File: src/rtl/hbx_pkg.sv
package hbx_pkg;

  // Fixed split of the configuration window offset
  localparam int unsigned BUS_W     = 8;
  localparam int unsigned DEV_W     = 5;
  localparam int unsigned FN_W      = 3;
  localparam int unsigned REGOFF_W  = 12;
  localparam int unsigned CFG_OFF_W = BUS_W + DEV_W + FN_W + REGOFF_W;

  // Packed MSB-first so that a cast of the window offset slices it directly
  typedef struct packed {
    logic [BUS_W-1:0]    bus;
    logic [DEV_W-1:0]    dev;
    logic [FN_W-1:0]     fn;
    logic [REGOFF_W-1:0] regoff;
  } cfg_tgt_t;

  typedef enum logic [1:0] {
    TGT_NONE = 2'd0,
    TGT_CFG  = 2'd1,
    TGT_MEM  = 2'd2
  } tgt_e;

  typedef enum logic [1:0] {
    ST_IDLE     = 2'd0,
    ST_CFG_WAIT = 2'd1,
    ST_MEM_WAIT = 2'd2
  } st_e;

endpackage

File: src/rtl/hbx_decode.sv
module hbx_decode
  import hbx_pkg::*;
#(
  parameter int unsigned     AW        = 32,
  parameter logic [AW-1:0]   CFG_BASE  = 'h3000_0000,
  parameter logic [AW-1:0]   OB_BASE   = 'h4000_0000,
  parameter int unsigned     OB_LOG2   = 28,
  parameter int unsigned     ROOT_BUS  = 0,
  parameter int unsigned     ROOT_DEVS = 4,
  localparam int unsigned    MAPW      = ROOT_DEVS * 8,
  localparam int unsigned    MAPIW     = (MAPW > 1) ? $clog2(MAPW) : 1
) (
  input  logic [AW-1:0]   addr,
  input  logic [MAPW-1:0] fn_map,
  output tgt_e            tgt,
  output cfg_tgt_t        fields,
  output logic            root_absent
);

  logic       cfg_hit;
  logic       ob_hit;
  logic [7:0] flat_idx;
  logic       dev_in_range;

  assign cfg_hit = (addr[AW-1:CFG_OFF_W] == CFG_BASE[AW-1:CFG_OFF_W]);
  assign ob_hit  = (addr[AW-1:OB_LOG2]   == OB_BASE[AW-1:OB_LOG2]);
  assign fields  = cfg_tgt_t'(addr[CFG_OFF_W-1:0]);

  always_comb begin
    if (cfg_hit)     tgt = TGT_CFG;
    else if (ob_hit) tgt = TGT_MEM;
    else             tgt = TGT_NONE;
  end

  // Presence lookup on the root bus only; other buses are always forwarded
  assign flat_idx     = {fields.dev, fields.fn};
  assign dev_in_range = (32'(fields.dev) < ROOT_DEVS);

  always_comb begin
    root_absent = 1'b0;
    if (fields.bus == 8'(ROOT_BUS)) begin
      if (!dev_in_range) root_absent = 1'b1;
      else               root_absent = !fn_map[flat_idx[MAPIW-1:0]];
    end
  end

endmodule

File: src/rtl/hbx_win_match.sv
module hbx_win_match #(
  parameter int unsigned  AW   = 32,
  parameter int unsigned  NWIN = 4,
  localparam int unsigned WIW  = (NWIN > 1) ? $clog2(NWIN) : 1
) (
  input  logic [AW-1:0]      addr,
  input  logic [NWIN-1:0]    en,
  input  logic [NWIN*AW-1:0] base,
  input  logic [NWIN*AW-1:0] limit,
  output logic               hit,
  output logic [WIW-1:0]     idx
);

  logic [NWIN-1:0] claim;

  for (genvar g = 0; g < NWIN; g++) begin : g_win
    logic [AW-1:0] lo;
    logic [AW-1:0] hi;
    assign lo       = base[g*AW +: AW];
    assign hi       = limit[g*AW +: AW];
    assign claim[g] = en[g] && (addr >= lo) && (addr <= hi);
  end

  // Lowest claiming index wins
  always_comb begin
    hit = 1'b0;
    idx = '0;
    for (int i = NWIN - 1; i >= 0; i--) begin
      if (claim[i]) begin
        hit = 1'b1;
        idx = WIW'(i);
      end
    end
  end

endmodule

File: src/rtl/hbx_tmo.sv
module hbx_tmo #(
  parameter int unsigned  TIMEOUT = 1024,
  localparam int unsigned CW      = $clog2(TIMEOUT + 1)
) (
  input  logic clk,
  input  logic rst,
  input  logic run,
  output logic expired
);

  logic [CW-1:0] cnt;

  always_ff @(posedge clk) begin
    if (rst || !run) cnt <= '0;
    else             cnt <= cnt + 1'b1;
  end

  assign expired = run && (cnt == CW'(TIMEOUT - 1));

endmodule

File: src/rtl/hb_cfg_xlate.sv
module hb_cfg_xlate
  import hbx_pkg::*;
#(
  parameter int unsigned   AW        = 32,
  parameter int unsigned   DW        = 32,
  parameter int unsigned   NWIN      = 4,
  parameter int unsigned   ROOT_DEVS = 4,
  parameter int unsigned   ROOT_BUS  = 0,
  parameter logic [AW-1:0] CFG_BASE  = 'h3000_0000,
  parameter logic [AW-1:0] OB_BASE   = 'h4000_0000,
  parameter int unsigned   OB_LOG2   = 28,
  parameter int unsigned   TIMEOUT   = 1024,
  localparam int unsigned  MAPW      = ROOT_DEVS * 8,
  localparam int unsigned  WIW       = (NWIN > 1) ? $clog2(NWIN) : 1
) (
  input  logic               clk,
  input  logic               rst,
  input  logic               req_valid,
  output logic               req_ready,
  input  logic               req_write,
  input  logic [AW-1:0]      req_addr,
  input  logic [DW-1:0]      req_wdata,
  output logic               rsp_valid,
  output logic               rsp_err,
  output logic [DW-1:0]      rsp_rdata,
  input  logic [MAPW-1:0]    root_fn_map,
  input  logic [NWIN-1:0]    win_en,
  input  logic [NWIN*AW-1:0] win_base,
  input  logic [NWIN*AW-1:0] win_limit,
  output logic               cfg_req_valid,
  output logic               cfg_req_write,
  output logic [7:0]         cfg_req_bus,
  output logic [4:0]         cfg_req_dev,
  output logic [2:0]         cfg_req_fn,
  output logic [11:0]        cfg_req_reg,
  output logic [DW-1:0]      cfg_req_wdata,
  input  logic               cfg_cpl_valid,
  input  logic               cfg_cpl_ur,
  input  logic [DW-1:0]      cfg_cpl_data,
  output logic               mem_req_valid,
  output logic               mem_req_write,
  output logic [AW-1:0]      mem_req_addr,
  output logic [DW-1:0]      mem_req_wdata,
  output logic [WIW-1:0]     mem_req_win,
  input  logic               mem_cpl_valid,
  input  logic [DW-1:0]      mem_cpl_data
);

  localparam logic [DW-1:0] ALL_ONES = '1;

  st_e            state;
  tgt_e           tgt;
  cfg_tgt_t       fields;
  logic           root_absent;
  logic           win_hit;
  logic [WIW-1:0] win_idx;
  logic           tmo_expired;
  logic           pend_write;
  logic           waiting;

  hbx_decode #(
    .AW        (AW),
    .CFG_BASE  (CFG_BASE),
    .OB_BASE   (OB_BASE),
    .OB_LOG2   (OB_LOG2),
    .ROOT_BUS  (ROOT_BUS),
    .ROOT_DEVS (ROOT_DEVS)
  ) u_decode (
    .addr        (req_addr),
    .fn_map      (root_fn_map),
    .tgt         (tgt),
    .fields      (fields),
    .root_absent (root_absent)
  );

  hbx_win_match #(
    .AW   (AW),
    .NWIN (NWIN)
  ) u_match (
    .addr  (req_addr),
    .en    (win_en),
    .base  (win_base),
    .limit (win_limit),
    .hit   (win_hit),
    .idx   (win_idx)
  );

  assign waiting = (state != ST_IDLE);

  hbx_tmo #(
    .TIMEOUT (TIMEOUT)
  ) u_tmo (
    .clk     (clk),
    .rst     (rst),
    .run     (waiting),
    .expired (tmo_expired)
  );

  assign req_ready = (state == ST_IDLE);

  always_ff @(posedge clk) begin
    if (rst) begin
      state         <= ST_IDLE;
      pend_write    <= 1'b0;
      rsp_valid     <= 1'b0;
      rsp_err       <= 1'b0;
      rsp_rdata     <= '0;
      cfg_req_valid <= 1'b0;
      cfg_req_write <= 1'b0;
      cfg_req_bus   <= '0;
      cfg_req_dev   <= '0;
      cfg_req_fn    <= '0;
      cfg_req_reg   <= '0;
      cfg_req_wdata <= '0;
      mem_req_valid <= 1'b0;
      mem_req_write <= 1'b0;
      mem_req_addr  <= '0;
      mem_req_wdata <= '0;
      mem_req_win   <= '0;
    end else begin
      rsp_valid     <= 1'b0;
      cfg_req_valid <= 1'b0;
      mem_req_valid <= 1'b0;
      unique case (state)
        ST_IDLE: begin
          if (req_valid) begin
            pend_write <= req_write;
            unique case (tgt)
              TGT_CFG: begin
                if (root_absent) begin
                  // Absent root-bus target: answer locally, nothing issued
                  rsp_valid <= 1'b1;
                  rsp_err   <= 1'b0;
                  rsp_rdata <= req_write ? '0 : ALL_ONES;
                end else begin
                  cfg_req_valid <= 1'b1;
                  cfg_req_write <= req_write;
                  cfg_req_bus   <= fields.bus;
                  cfg_req_dev   <= fields.dev;
                  cfg_req_fn    <= fields.fn;
                  cfg_req_reg   <= fields.regoff;
                  cfg_req_wdata <= req_wdata;
                  state         <= ST_CFG_WAIT;
                end
              end
              TGT_MEM: begin
                if (win_hit) begin
                  mem_req_valid <= 1'b1;
                  mem_req_write <= req_write;
                  mem_req_addr  <= req_addr;
                  mem_req_wdata <= req_wdata;
                  mem_req_win   <= win_idx;
                  state         <= ST_MEM_WAIT;
                end else begin
                  rsp_valid <= 1'b1;
                  rsp_err   <= 1'b1;
                  rsp_rdata <= '0;
                end
              end
              default: begin
                rsp_valid <= 1'b1;
                rsp_err   <= 1'b1;
                rsp_rdata <= '0;
              end
            endcase
          end
        end
        ST_CFG_WAIT: begin
          if (cfg_cpl_valid) begin
            rsp_valid <= 1'b1;
            rsp_err   <= 1'b0;
            if (pend_write)      rsp_rdata <= '0;
            else if (cfg_cpl_ur) rsp_rdata <= ALL_ONES;
            else                 rsp_rdata <= cfg_cpl_data;
            state <= ST_IDLE;
          end else if (tmo_expired) begin
            rsp_valid <= 1'b1;
            rsp_err   <= 1'b0;
            rsp_rdata <= pend_write ? '0 : ALL_ONES;
            state     <= ST_IDLE;
          end
        end
        ST_MEM_WAIT: begin
          if (mem_cpl_valid) begin
            rsp_valid <= 1'b1;
            rsp_err   <= 1'b0;
            rsp_rdata <= pend_write ? '0 : mem_cpl_data;
            state     <= ST_IDLE;
          end else if (tmo_expired) begin
            rsp_valid <= 1'b1;
            rsp_err   <= 1'b1;
            rsp_rdata <= '0;
            state     <= ST_IDLE;
          end
        end
        default: state <= ST_IDLE;
      endcase
    end
  end

endmodule

File: config.mk
export PLATFORM = sky130hd
export DESIGN_NAME = hb_cfg_xlate
export DESIGN_NICKNAME = d
export VERILOG_FILES = /design/src/rtl/hbx_pkg.sv /design/src/rtl/hbx_decode.sv /design/src/rtl/hbx_win_match.sv /design/src/rtl/hbx_tmo.sv /design/src/rtl/hb_cfg_xlate.sv
export SDC_FILE = /design/constraint.sdc
export NUM_CORES = 1
export LEC_CHECK = 0
export CAP_MARGIN = 10
export CELL_PAD_IN_SITES_DETAIL_PLACEMENT = 2
export CELL_PAD_IN_SITES_GLOBAL_PLACEMENT = 2
export CORE_AREA = 2 2 232 234
export CTS_CLUSTER_DIAMETER = 40
export DETAILED_ROUTE_END_ITERATION = 10
export DIE_AREA = 0 0 234 236
export DONT_BUFFER_PORTS = 1
export GPL_TIMING_DRIVEN = 0
export HOLD_SLACK_MARGIN = 0.02
export PLACE_DENSITY_LB_ADDON = 0.1
export SETUP_SLACK_MARGIN = 0.4
export SYNTH_ARGS = -nofsm -noshare
export SYNTH_HDL_FRONTEND = slang
export SYNTH_SLANG_ARGS = --single-unit
File: constraint.sdc
create_clock -name clk -period 10.7 [get_ports clk]
set_clock_uncertainty 0.1 [all_clocks]
set_input_delay 2.14 -clock clk [delete_from_list [all_inputs] [get_ports clk]]
set_output_delay 2.14 -clock clk [all_outputs]
set_load 0.01 [all_outputs]
Word level (Yosys, flattened, before mapping)
Cells that the tools add are included.
Widths: inputs -> output; s select.
{ "classes": {"n_lt_le_gt_ge": 10, "reduce_logical": 23, "bitwise": 5, "n_eq_ne": 15, "mux": 55, "addsub": 1} }
{ "op_table": {"columns": ["op", "n"], "rows": [
  ["$mux 32", 12],
  ["$ge 32x32->1", 4],
  ["$le 32x32->1", 4],
  ["$pmux 32 s3", 1],
  ["$pmux 32 s2", 1],
  ["$mux 2", 12],
  ["$mux 1", 22],
  ["$ne 3x3->1 const B", 5],
  ["$reduce_and 4->1", 3],
  ["$add 11x1->11 const B", 1],
  ["$eq 11x10->1 const B", 1],
  ["$logic_and 1x1->1", 9],
  ["$logic_not 8->1", 1],
  ["$reduce_or 4->1", 2],
  ["$lt 5x6->1 const B", 1],
  ["$pmux 1 s3", 2],
  ["$pmux 2 s3", 1],
  ["$reduce_and 6->1", 1],
  ["$bmux 1 s5", 1],
  ["$lt 5x3->1 const B", 1],
  ["$not 1->1", 5],
  ["$eq 2x1->1 const B", 2],
  ["$eq 2x2->1 const B", 2],
  ["$eq 4x2->1 const B", 1],
  ["other kinds (12)", 14]
]} }
{ "totals": {"regBits": 178} }

Longest topological paths before layout
{ "logic_depth": {"ltp_word": 11, "depth_mapped": 14, "depth_no_buf": 11} }

Hierarchy
From an unflattened synthesis, not the netlist that was laid out.
{ "hier_totals": {"cells_unflattened": 1819, "hier_area_um2": 14008.4} }
{ "by_module_without_submodules": {"columns": ["mod", "area_each_um2", "instances", "cells_each"], "rows": [
  ["hbx_win_match", 6488.7, 1, 898],
  ["hb_cfg_xlate", 6449.9, 1, 802],
  ["hbx_decode", 571.8, 1, 67],
  ["hbx_tmo", 498.0, 1, 52]
]} }

Worst setup path before layout
No wires, ideal clock.
{ "synth_timing": {"path_type": "input port to flip-flop", "from": "input port req_addr[0]", "to": "register rsp_rdata[0]", "cell_stages": 13, "required_time_ns": 10.454, "t_arrival_ns": 4.764, "setup_slack_ns": 5.690, "setup_time_ns": 0.146, "cell_sequence": "inv_1 -> ha_1 -> nand2b_1 -> a2111oi_0 -> o211ai_1 -> a311o_1 -> a21oi_1 -> o22ai_1 -> o311ai_4 -> and3_1 -> buf_4 -> buf_6 -> a211oi_2"} }
{ "synth_via": {"elab_chain_len": 9, "elab_cells_between_ends": 22, "classes_between": "8 x order compare; 1 x eq/ne; 4 x mux; 9 x reduce/logical"} }
{ "synth_lines": {"columns": ["element", "line_no", "text"], "rows": [
  ["from (decl)", "hb_cfg_xlate.sv:21", "input logic [AW-1:0] req_addr,"],
  ["$ge 32x32->1", "hbx_win_match.sv:21", "assign claim[g] = en[g] && (addr >= lo) && (addr <= hi);"],
  ["$logic_and 1x1->1 (2 in a row)", "hbx_win_match.sv:21", null],
  ["$mux 1 (3 in a row)", "hbx_win_match.sv:29", "if (claim[i]) begin"],
  ["$mux 1 (*)", "hbx_win_match.sv:29", null],
  ["$ne 3x3->1 (no source line) (*)", null, null],
  ["$reduce_and 6->1 (no source line) (*)", null, null],
  ["to (signal assigned)", "hb_cfg_xlate.sv:134", "rsp_rdata <= req_write ? '0 : ALL_ONES;"],
  ["to (signal assigned)", "hb_cfg_xlate.sv:174", "else rsp_rdata <= cfg_cpl_data;"],
  ["to (signal assigned)", "hb_cfg_xlate.sv:179", "rsp_rdata <= pend_write ? '0 : ALL_ONES;"],
  ["to (decl)", "hb_cfg_xlate.sv:25", "output logic [DW-1:0] rsp_rdata,"]
]} }
Every way passes the cells marked *; elsewhere a longest branch is shown, timed or not.
A chain may end at the register's enable or synchronous reset.

Worst setup path after layout
{ "layout_timing": {"from": "input port req_addr[0]", "to": "register mem_req_wdata[29]"} }
{ "layout_via": {"elab_chain_len": 8, "elab_cells_between_ends": 21, "classes_between": "8 x order compare; 4 x mux; 9 x reduce/logical"} }
{ "layout_lines": {"columns": ["element", "line_no", "text"], "rows": [
  ["$ge 32x32->1", "hbx_win_match.sv:21", null],
  ["$logic_and 1x1->1 (2 in a row)", "hbx_win_match.sv:21", null],
  ["$mux 1 (3 in a row)", "hbx_win_match.sv:29", null],
  ["$mux 1 (*)", "hbx_win_match.sv:29", null],
  ["$reduce_and 4->1 (no source line) (*)", null, null],
  ["to (signal assigned)", "hb_cfg_xlate.sv:151", "mem_req_wdata <= req_wdata;"],
  ["to (decl)", "hb_cfg_xlate.sv:43", "output logic [DW-1:0] mem_req_wdata,"]
]} }
Marks and branches as above.

==> flow_summary.json <==
{
  "run_status": "completed",
  "synth-seq-area-share_pct": 25.7,
  "post_cts.repair.setup_buffers": 0,
  "distinct_cell_type_count_of_the_synthesized_netlist": 64,
  "quantity_of_hold_fixing_buffers_added_after_cts": 0,
  "yosysWarningCount": 0,
  "worstSetupPathType": "primary input to register",
  "drt_iter0_drc": 320,
  "root_cell_of_the_clock_tree": "sky130_fd_sc_hd__clkbuf_16",
  "worstHoldPathType": "register to register",
  "final_nets": 2475,
  "crit_family": "compound AO/OA/AOI/OAI gates",
  "worstPathRequired_ps": 10920,
  "remaining_number_of_nets_flagged_by_the_antenna_check_after_routing": 0,
  "start_kind": "primary input",
  "crit_fanout": 10,
  "synth_enable_flop_cells": 0,
  "yosys-top-cells-area": "sky130_fd_sc_hd__dfxtp_1, sky130_fd_sc_hd__ha_1, sky130_fd_sc_hd__nand2_1, sky130_fd_sc_hd__inv_1, sky130_fd_sc_hd__a21oi_1",
  "fp.coreArea_um2": 53100,
  "grt_overflow": 0,
  "largest_net_degree_at_the_start_of_global_routing": 17,
  "synth.top_cells.by_count": "sky130_fd_sc_hd__nand2_1, sky130_fd_sc_hd__ha_1, sky130_fd_sc_hd__inv_1",
  "drc_errors_left": 0,
  "library_cell_with_the_highest_instance_count_after_synthesis": "sky130_fd_sc_hd__nand2_1",
  "fin_tns_setup_ps": 0,
  "power_density_relative_to_cell_area_nw_per_um2": 109,
  "htreeDepth": 4,
  "synthFlopType": "sky130_fd_sc_hd__dfxtp_1",
  "vias": 12681,
  "async_flop_share_pct": 0,
  "detailed_place_hpwl_um": 51100,
  "timing.final.hold_violations": 0,
  "maxcap_viol_count": 0,
  "timing.critical_path.slowest_stage_cell": "sky130_fd_sc_hd__a311o_1",
  "cts.path.max_buffers": 2,
  "initial_utilization_pct": 26.1,
  "cp_data_arrival_time_ps": 6060,
  "ios": 592,
  "synthesized_netlist_cell_count": 1766,
  "timing.slew.headroom_pct": 33.2,
  "netlist_area_um2": 13900,
  "cts_resized": 0,
  "grt_antenna_before_repair": 8,
  "syn_avg_cell_area_um2": 7.85,
  "max_clock_freq_mhz": 171,
  "tritoncts.num_buffers": 17,
  "vdd_drop_max_uv": 115,
  "flow.area_growth_from_synthesis_pct": 10.5,
  "routed_wire_length_per_instance_um": 24.5,
  "critical_path.endpoint_type": "register",
  "netlist.top_cell.by_area": "sky130_fd_sc_hd__dfxtp_1",
  "grt_setup_unrepaired": "no",
  "synthesis.nets": 2455,
  "drt_wl_total_um": 61100,
  "final_min_period_over_clock_period_pct": 54.6,
  "ff_latch_area_um2": 3560,
  "slowest_delay_ps": 460,
  "setup_violations": 0,
  "timing_worst_slew_pin_value_ps": 993,
  "layout_min_cycle_time_ps": 5840,
  "timing.final.ws_setup_ps": 4860,
  "drive_above_1_share_pct": 5.34,
  "firstDrtPassIters": 4,
  "critPathMostFrequentCell": "sky130_fd_sc_hd__buf_6",
  "critical_path_buf_inv_count": 4,
  "die_width_um": 234,
  "clkSlewWorstSetupHoldPaths_ps": 70,
  "grt_pass1_wl_um": 89300,
  "place.port_buffers": 0,
  "floorplan.rows": 85,
  "power_leakage_nw": 7.49,
  "ys_seq_elements": 178,
  "place.gp.congestion": 0.839,
  "gr-usage-all-layers_pct": 21.7,
  "detail_route.vias_per_cell": 5.08,
  "chipHeight_um": 236,
  "die-area_um2": 55200,
  "multiInputGateArea_um2": 8990,
  "worstSkewPairLatency_ps": 450,
  "path_cells": "inv_1 > ha_1 > nand2b_1 > a2111oi_0 > o211ai_1 > a311o_1 > a21oi_1 > o22ai_1 > o2111ai_1 > buf_2 > buf_6 > buf_6 > mux2i_1 > nor2_1",
  "ff2ff_setup_slack_ps": 7570,
  "synth_top_area_share_pct": 25.7,
  "tritoncts": "yes",
  "detailedPlace.worstSlack_ps": 4270,
  "timing.final.max_slew_violations": 0,
  "first_global_vias": 13922,
  "numClockSinks": 178,
  "num-fill-cells": 6161
}
[path summary, 6_finish.rpt]
check | start | depth (start not counted) | to
setup / recovery | req_addr[0] | 14 | mem_req_wdata[29]
setup reg to reg | state[0] | 10 | rsp_rdata[2]
hold / removal | u_tmo.cnt[0] | 1 | u_tmo.cnt[0]
hold reg to reg | u_tmo.cnt[0] | 1 | u_tmo.cnt[0]
[metrics by stage]
step                utilization, %  power [mW]  hold slack [ps]  std cells  instance area [µm²]
floorplan                        -       0.963              318       1766                13900
global placement              27.8        1.05              325       2462                14700
detailed placement            27.8        1.07              337       2463                14800
CTS                           28.9        1.69              350       2495                15300
global route                  28.9        1.77              363       2495                15300
finish                        28.9        1.67              347       2498                15300
[per-layer routing]
metal	wire length (µm)	up-vias	share of wire (%)	track usage, %
met1	24500	6147	40	24.6
met5	68	-	0.11	0
met4	1310	10	2.1	5.49
met3	5420	69	8.9	8.09
li1	-	6098	-	-
met2	29900	357	49	38.0
[cell usage in the layout (no fill, tap or decap), drive strengths merged, types with 23 or more instances in the layout]
cell / count
a211oi: 39
a21o: 23
a21oi: 191
clkbuf: 72
dfxtp: 178
ha: 262
inv: 267
mux2i: 66
nand2: 285
nand3: 31
nand4: 41
nor2: 106
o21ai: 71
[power by group]
| group | total, mW | switching, mW | internal [mW] |
|---|---|---|---|
| logic | 0.337 | 0.195 | 0.143 |
| clock network | 0.621 | 0.288 | 0.332 |
| registers | 0.707 | 0.0263 | 0.681 |
| total | 1.67 | 0.509 | 1.16 |
[layout make-up]
class	instances	share of cell area, %
clock inverters	12	0.784
inverters	261	6.39
plain buffers	70	2.18
clock buffers	20	2.91
repair buffers	1	0.0653
diodes	3	0.0490
well taps	696	5.68
multi-input cells	1257	58.7
flip-flops and latches	178	23.3
[cell families after synthesis]
family	after synthesis	synth area share, %
AND/OR/NAND/NOR	525	16.7
AO/OA/AOI/OAI	387	17.8
buffers and inverters	331	9.47
adder cells (fa/ha/maj)	262	23.6
flip-flops	178	25.7
multiplexers	75	6.23
XOR/XNOR	8	0.505
No activity file was read; power rests on OpenSTA's default activity.
